<file path="src/rtl/vout_pkg.sv">
// Package: shared field layout, reset values, mode codes and flag indices
// for the video output control register unit.
package vout_pkg;

    localparam int REG_W     = 32;
    localparam int CFG_LSB   = 13;   // configuration fields occupy bits 31:13
    localparam int NFLAG     = 4;

    // Register word addresses
    localparam int REG_CTL   = 0;
    localparam int REG_EN    = 1;
    localparam int REG_STAT  = 2;

    // Acknowledge bit positions in the control word (write-only)
    localparam int ACK_BUF1  = 0;
    localparam int ACK_BUF2  = 1;
    localparam int ACK_HBE   = 2;
    localparam int ACK_URUN  = 3;

    // Flag indices
    localparam int FLG_BUF1  = 0;
    localparam int FLG_BUF2  = 1;
    localparam int FLG_HBE   = 2;
    localparam int FLG_URUN  = 3;
    localparam logic [NFLAG-1:0] FLAG_RESET = 4'b0011;

    // Mode codes with special acknowledge behaviour
    localparam logic [3:0] MODE_MSG    = 4'd4;
    localparam logic [3:0] MODE_STREAM = 4'd5;

    typedef enum logic [1:0] {
        CSRC_VCO  = 2'd0,
        CSRC_FBD  = 2'd1,
        CSRC_IND  = 2'd2,
        CSRC_SYNT = 2'd3
    } vout_csrc_e;

    // Packed so that bit 31 of the control word is srst and bit 13 is mode[0]
    typedef struct packed {
        logic       srst;
        logic       sleepless;
        vout_csrc_e csel;
        logic [2:0] idiv;
        logic [2:0] fdiv;
        logic       clkout;
        logic       syncm;
        logic       pol1;
        logic       pol2;
        logic       ovl;
        logic [3:0] mode;
    } vout_cfg_t;

    localparam int CFG_W = $bits(vout_cfg_t);

    localparam vout_cfg_t CFG_HW_DEFAULT = '{
        srst: 1'b0, sleepless: 1'b0, csel: CSRC_SYNT, idiv: 3'd1, fdiv: 3'd1,
        clkout: 1'b0, syncm: 1'b0, pol1: 1'b0, pol2: 1'b0, ovl: 1'b0, mode: 4'd0
    };

endpackage

</file>
<file path="src/rtl/vout_cfg_reg.sv">
// Configuration register: holds the control word fields.
// Assumes: hardware reset loads the fixed defaults; a soft reset is just a
// stored bit and never alters the other fields.
module vout_cfg_reg
    import vout_pkg::*;
(
    input  logic                 clk,
    input  logic                 rst_n,
    input  logic                 wr,
    input  logic [CFG_W-1:0]     wfield,
    output vout_cfg_t            cfg
);

    // Capture the configuration on a control-word write.
    always_ff @(posedge clk) begin
        if (!rst_n) begin
            cfg <= CFG_HW_DEFAULT;
        end else if (wr) begin
            cfg <= vout_cfg_t'(wfield);
        end
    end

endmodule

</file>
<file path="src/rtl/vout_stab_gate.sv">
// Enable register with stabilization gating after a soft reset.
// Assumes: soft_rst is the registered reset bit; counting starts at the edge
// where it clears and the enable is released STAB_CYCLES edges later.
module vout_stab_gate #(
    parameter int STAB_CYCLES = 5
) (
    input  logic clk,
    input  logic rst_n,
    input  logic soft_rst,
    input  logic en_wr,
    input  logic en_bit,
    output logic en_reg,
    output logic stable,
    output logic engine_en
);

    localparam int CNT_W = $clog2(STAB_CYCLES + 1);
    localparam logic [CNT_W-1:0] CNT_LOAD = CNT_W'(STAB_CYCLES);

    logic [CNT_W-1:0] cnt;

    // Stabilization countdown: loaded while in soft reset, drained afterwards.
    always_ff @(posedge clk) begin
        if (!rst_n) begin
            cnt <= '0;
        end else if (soft_rst) begin
            cnt <= CNT_LOAD;
        end else if (cnt != '0) begin
            cnt <= cnt - 1'b1;
        end
    end

    // Software enable bit, kept through soft reset.
    always_ff @(posedge clk) begin
        if (!rst_n) begin
            en_reg <= 1'b0;
        end else if (en_wr) begin
            en_reg <= en_bit;
        end
    end

    // Gate the enable until the engine is out of reset and settled.
    always_comb begin
        stable    = !soft_rst && (cnt == '0);
        engine_en = en_reg && stable;
    end

endmodule

</file>
<file path="src/rtl/vout_flag_bank.sv">
// Bank of sticky flags with set pulses and clear acknowledges.
// Assumes: clear wins over set; hold forces the reset value every cycle.
module vout_flag_bank #(
    parameter int              N         = 4,
    parameter logic [N-1:0]    RESET_VAL = '0
) (
    input  logic         clk,
    input  logic         rst_n,
    input  logic         hold,
    input  logic [N-1:0] set,
    input  logic [N-1:0] clr,
    output logic [N-1:0] flags
);

    for (genvar g = 0; g < N; g++) begin : g_flag
        // One sticky flag: reset/hold, then clear, then set.
        always_ff @(posedge clk) begin
            if (!rst_n || hold) begin
                flags[g] <= RESET_VAL[g];
            end else if (clr[g]) begin
                flags[g] <= 1'b0;
            end else if (set[g]) begin
                flags[g] <= 1'b1;
            end
        end
    end

endmodule

</file>
<file path="src/rtl/vout_ctrl_regs.sv">
// Top: register decode, mode-dependent acknowledges, read mux, frame
// reference edge detection and configuration output decode.
// Assumes: all inputs are synchronous to clk; rdata is combinational.
module vout_ctrl_regs
    import vout_pkg::*;
#(
    parameter int ADDR_W      = 2,
    parameter int STAB_CYCLES = 5
) (
    input  logic              clk,
    input  logic              rst_n,
    input  logic              wr_en,
    input  logic              rd_en,
    input  logic [ADDR_W-1:0] addr,
    input  logic [31:0]       wdata,
    output logic [31:0]       rdata,
    input  logic [1:0]        buf_done,
    input  logic              hbe_evt,
    input  logic              urun_evt,
    input  logic              io2_in,
    output logic [3:0]        mode,
    output logic [1:0]        clk_sel,
    output logic              pll_bypass,
    output logic [3:0]        pll_in_ratio,
    output logic [3:0]        pll_fb_ratio,
    output logic              clk_pin_oe,
    output logic              io_pins_oe,
    output logic              overlay_en,
    output logic              sleepless,
    output logic              soft_rst,
    output logic              engine_en,
    output logic              frame_ref,
    output logic [1:0]        buf_empty,
    output logic [1:0]        irq_buf,
    output logic              irq_hbe,
    output logic              irq_urun
);

    localparam logic [ADDR_W-1:0] A_CTL  = ADDR_W'(REG_CTL);
    localparam logic [ADDR_W-1:0] A_EN   = ADDR_W'(REG_EN);
    localparam logic [ADDR_W-1:0] A_STAT = ADDR_W'(REG_STAT);
    localparam int STAT_PAD = REG_W - NFLAG - 1;

    vout_cfg_t        cfg;
    logic             ctl_wr, en_wr, en_ack, is_msg, is_stream;
    logic             en_reg, stable;
    logic [NFLAG-1:0] flag_set, flag_clr, flags;
    logic             io2_d;

    // Decode writes and the mode-dependent acknowledge sources.
    always_comb begin
        ctl_wr    = wr_en && (addr == A_CTL);
        en_wr     = wr_en && (addr == A_EN);
        en_ack    = en_wr && wdata[0];
        is_msg    = (cfg.mode == MODE_MSG);
        is_stream = (cfg.mode == MODE_STREAM);

        flag_clr[FLG_BUF1] = (ctl_wr && wdata[ACK_BUF1])
                           || (en_ack && (is_msg || is_stream));
        flag_clr[FLG_BUF2] = (ctl_wr && wdata[ACK_BUF2] && !is_msg)
                           || (en_ack && is_stream);
        flag_clr[FLG_HBE]  = ctl_wr && wdata[ACK_HBE];
        flag_clr[FLG_URUN] = ctl_wr && wdata[ACK_URUN];

        flag_set = {urun_evt, hbe_evt, buf_done};
    end

    vout_cfg_reg u_cfg (
        .clk    (clk),
        .rst_n  (rst_n),
        .wr     (ctl_wr),
        .wfield (wdata[REG_W-1:CFG_LSB]),
        .cfg    (cfg)
    );

    vout_stab_gate #(.STAB_CYCLES(STAB_CYCLES)) u_stab (
        .clk       (clk),
        .rst_n     (rst_n),
        .soft_rst  (cfg.srst),
        .en_wr     (en_wr),
        .en_bit    (wdata[0]),
        .en_reg    (en_reg),
        .stable    (stable),
        .engine_en (engine_en)
    );

    vout_flag_bank #(.N(NFLAG), .RESET_VAL(FLAG_RESET)) u_flags (
        .clk   (clk),
        .rst_n (rst_n),
        .hold  (cfg.srst),
        .set   (flag_set),
        .clr   (flag_clr),
        .flags (flags)
    );

    // Previous level of the frame reference pin for edge detection.
    always_ff @(posedge clk) begin
        if (!rst_n) begin
            io2_d <= 1'b0;
        end else begin
            io2_d <= io2_in;
        end
    end

    // Register read multiplexer.
    always_comb begin
        rdata = '0;
        if (rd_en) begin
            case (addr)
                A_CTL:   rdata = {cfg, {CFG_LSB{1'b0}}};
                A_EN:    rdata = {{(REG_W-1){1'b0}}, en_reg};
                A_STAT:  rdata = {{STAT_PAD{1'b0}}, stable, flags};
                default: rdata = '0;
            endcase
        end
    end

    // Configuration output decode and interrupt lines.
    always_comb begin
        mode         = cfg.mode;
        clk_sel      = cfg.csel;
        pll_bypass   = (cfg.csel == CSRC_SYNT);
        pll_in_ratio = {1'b0, cfg.idiv} + 4'd1;
        pll_fb_ratio = {1'b0, cfg.fdiv} + 4'd1;
        clk_pin_oe   = cfg.clkout;
        io_pins_oe   = cfg.syncm;
        overlay_en   = cfg.ovl;
        sleepless    = cfg.sleepless;
        soft_rst     = cfg.srst;
        frame_ref    = !cfg.syncm && (cfg.pol2 ? (io2_in && !io2_d)
                                               : (!io2_in && io2_d));
        buf_empty    = flags[FLG_BUF2:FLG_BUF1];
        irq_buf      = buf_empty & {2{engine_en}};
        irq_hbe      = flags[FLG_HBE];
        irq_urun     = flags[FLG_URUN];
    end

endmodule

</file>
<file path="config.mk">
export PLATFORM = sky130hd
export DESIGN_NAME = vout_ctrl_regs
export DESIGN_NICKNAME = d
export VERILOG_FILES = /design/src/rtl/vout_pkg.sv /design/src/rtl/vout_cfg_reg.sv /design/src/rtl/vout_stab_gate.sv /design/src/rtl/vout_flag_bank.sv /design/src/rtl/vout_ctrl_regs.sv
export SDC_FILE = /design/constraint.sdc
export NUM_CORES = 1
export LEC_CHECK = 0
export CORE_MARGIN = 2
export CORE_UTILIZATION = 33
export CTS_BUF_LIST = sky130_fd_sc_hd__clkbuf_4
export DETAILED_ROUTE_END_ITERATION = 8
export GPL_ROUTABILITY_DRIVEN = 0
export PLACE_DENSITY = 0.77
export SLEW_MARGIN = 10
export SYNTH_ARGS = -nofsm -noshare
export SYNTH_HDL_FRONTEND = slang
export SYNTH_SLANG_ARGS = --single-unit
</file>
<file path="constraint.sdc">
create_clock -name clk -period 1.3 [get_ports clk]
set_clock_uncertainty 0.05 [all_clocks]
set_input_delay 0.13 -clock clk [delete_from_list [all_inputs] [get_ports clk]]
set_output_delay 0.13 -clock clk [all_outputs]
set_load 0.01 [all_outputs]
</file>
==> results <==
-- power breakdown --
group          internal, uW  switching (uW)
Clock                   113             257
Combinational           545             412
Sequential              942            53.6
-- cell families (layout without fill, tap and decap cells) --
group,Yosys count,in the layout,synth area share
compound gates,32,32,0.144
fa+ha+maj,5,5,0.0406
xor+xnor,3,3,0.0170
flops,28,28,0.363
simple gates,90,90,0.312
other cells,1,8,0.00243
buf+inv,29,129,0.121
-- critical path, cell delays in order (launching register included) --
cell and delay (ns):
dfxtp_2 0.37, inv_2 0.04, ha_4 0.16, ha_4 0.15
nor2b_4 0.13, and3_1 0.16, buf_2 0.13
-- through the flow --
stage | total power (uW) | utilization
after CTS | 2220 | 0.565
final | 2320 | 0.587
after global placement | 1730 | 0.569
after floorplan | 1420 | -
after global routing | 2490 | 0.587
after detailed placement | 1760 | 0.569
-- cells in the final DEF, fill, tap and decap left out, types with 3 or more instances in the layout --
cell type,netlist,final
a21boi_0,4,4
a21boi_1,12,12
a21oi_1,4,4
and2_1,24,22
and3_1,8,5
and3_4,0,3
buf_2,1,28
buf_4,16,22
buf_6,2,15
clkbuf_2,1,7
clkbuf_4,0,3
clkdlybuf4s50_1,0,30
conb_1,1,8
dfxtp_1,28,7
dfxtp_2,0,18
dfxtp_4,0,3
dlygate4sd2_1,0,14
ha_4,0,4
inv_1,7,5
nand2_1,38,36
nand2_2,2,4
nand3b_1,3,3
o21ai_0,5,3
-- layer usage --
metal	routed length, um	vias up
met5	0	-
met4	17	0
met3	239	2
met2	2340	44
met1	1810	741
li1	-	810
-- layout make-up --
| class | count | share of cell area |
|---|---|---|
| Sequential cell | 28 | 0.229 |
| Inverter | 7 | 0.0101 |
| Timing Repair Buffer | 118 | 0.371 |
| Tap cell | 52 | 0.0251 |
| Clock buffer | 3 | 0.00869 |
| Clock inverter | 1 | 0.00145 |
| Multi-Input combinational cell | 138 | 0.354 |
-- what timing repair did --
item / 4_1_cts / 5_1_grt
hold buffers: 0 / 0
buffers inserted: 5 / 5
cloned: 1 / 0
setup endpoints to repair: 60 / 34
resized for setup: 195 / 37
pin swaps: 7 / 10
-- path summary, 6_finish.rpt --
check | to | startpoint | slack, ns | cells past startpoint
hold / removal | u_stab.en_reg | addr[0] | 0.26 | 5
setup / recovery | rdata[4] | u_stab.cnt[1] | -0.35 | 6
hold reg to reg | u_cfg.cfg[8] | u_cfg.cfg[8] | 0.42 | 2
setup reg to reg | u_stab.cnt[2] | u_stab.cnt[1] | 0 | 7
==> out/metrics.yaml <==
synth_area_leaders: "dfxtp_1, and2_1, nand2_1"
track_usage: 0.165
powerDensity_mw_per_mm2: 896
fmax_ghz: 0.605
use_met3: 0.0403
io_pins: 103
fp.dieW_um: 72.4
maxCapViolCount: 0
violations: "negative setup slack"
cts_tree: "done"
busiest_layer: "met2"
holdWs_ns: 0.256
grt_max_degree: 24
cts.clk_slew.worst_paths_ns: 0.16
grt_pass1_wl_um: 6920
seqCellArea_um2: 594
outcome: "complete, but fails checks"
synth_top_area_share: 0.363
regMostFlops: "u_cfg.cfg"
start_util: 0.349
grt_overflow_total: 0
nFillCells: 421
ant_nets: 0
firstDrtPassIters: 4
htree_levels: 1
clock-sinks: 28
post-route-period-util: 1.27
dp_slack_ns: -0.596
synth-edff-count: 0
synth.avg_cell_area_um2: 8.21
fin_area_mm2: 0.00259
grt_pass1_vias: 1544
met2_usage: 0.310
fp.dieArea_mm2: 0.00524
place_inst: 333
post_drt_wl_per_cell_um: 12.7
stdcell_count: 347
largestRegisters: "u_cfg.cfg: 19 flops, u_flags.flags: 4 flops, u_stab.cnt: 3 flops"
dpl_cell_area_mm2: 0.00251
synthCells: 188
antenna_found_initial: 0
cts-root-buf: "clkbuf_4"
finalSetupTns_ns: -1.39
finalSetupViolations: 6
portBuffers: 85
synth_warnings: 0
clock_latency_ns: 0.33
synthMostInstantiatedCell: "nand2_1"
multi_input_area_um2: 917
fp.dieH_um: 72.4
path_class: "reg2out"
setup_ws_ns: -0.354
synthTopCellsByCount: "nand2_1, dfxtp_1, and2_1"
clock_path_buffers: 2
core_area_mm2: 0.00441
yosysUniqueCellTypes: 36
ir_drop_mv: 0.552
cp.required_ns: 1.12
async_flop_share: 0
final-hold-violation-count: 0
use_met1: 0.195
largest_register_ffs: 19
ys_ff_latch: 28
cp_data_arrival_time_ns: 1.47
drive_gt1_frac: 0.400
period_needed_ns: 1.65
cts_made_buffers: 3
seq_area_frac_synth: 0.363
p_leak_uw: 0.00123
drt-vias-per-instance: 4.60
crit_fanout: 4
ys.flop_type: "dfxtp_1"
fin_nets: 344
dp_hpwl_um: 3270
insertedDiodeCount: 0
synth_top_area_cell: "dfxtp_1"
cp-start-kind: "register"
min_path_type: "in2reg"
rows: 24
area_growth_pct: 68.0
drtIter0Drc: 75
finalMaxSlewViolations: 0
drc: 0
syn_area_mm2: 0.00154
grt_setup_unrepaired: "true"
endpoint_kind: "output port"
via_count: 1597
wirelength_um: 4410
No activity file was read; power rests on OpenSTA's default activity.
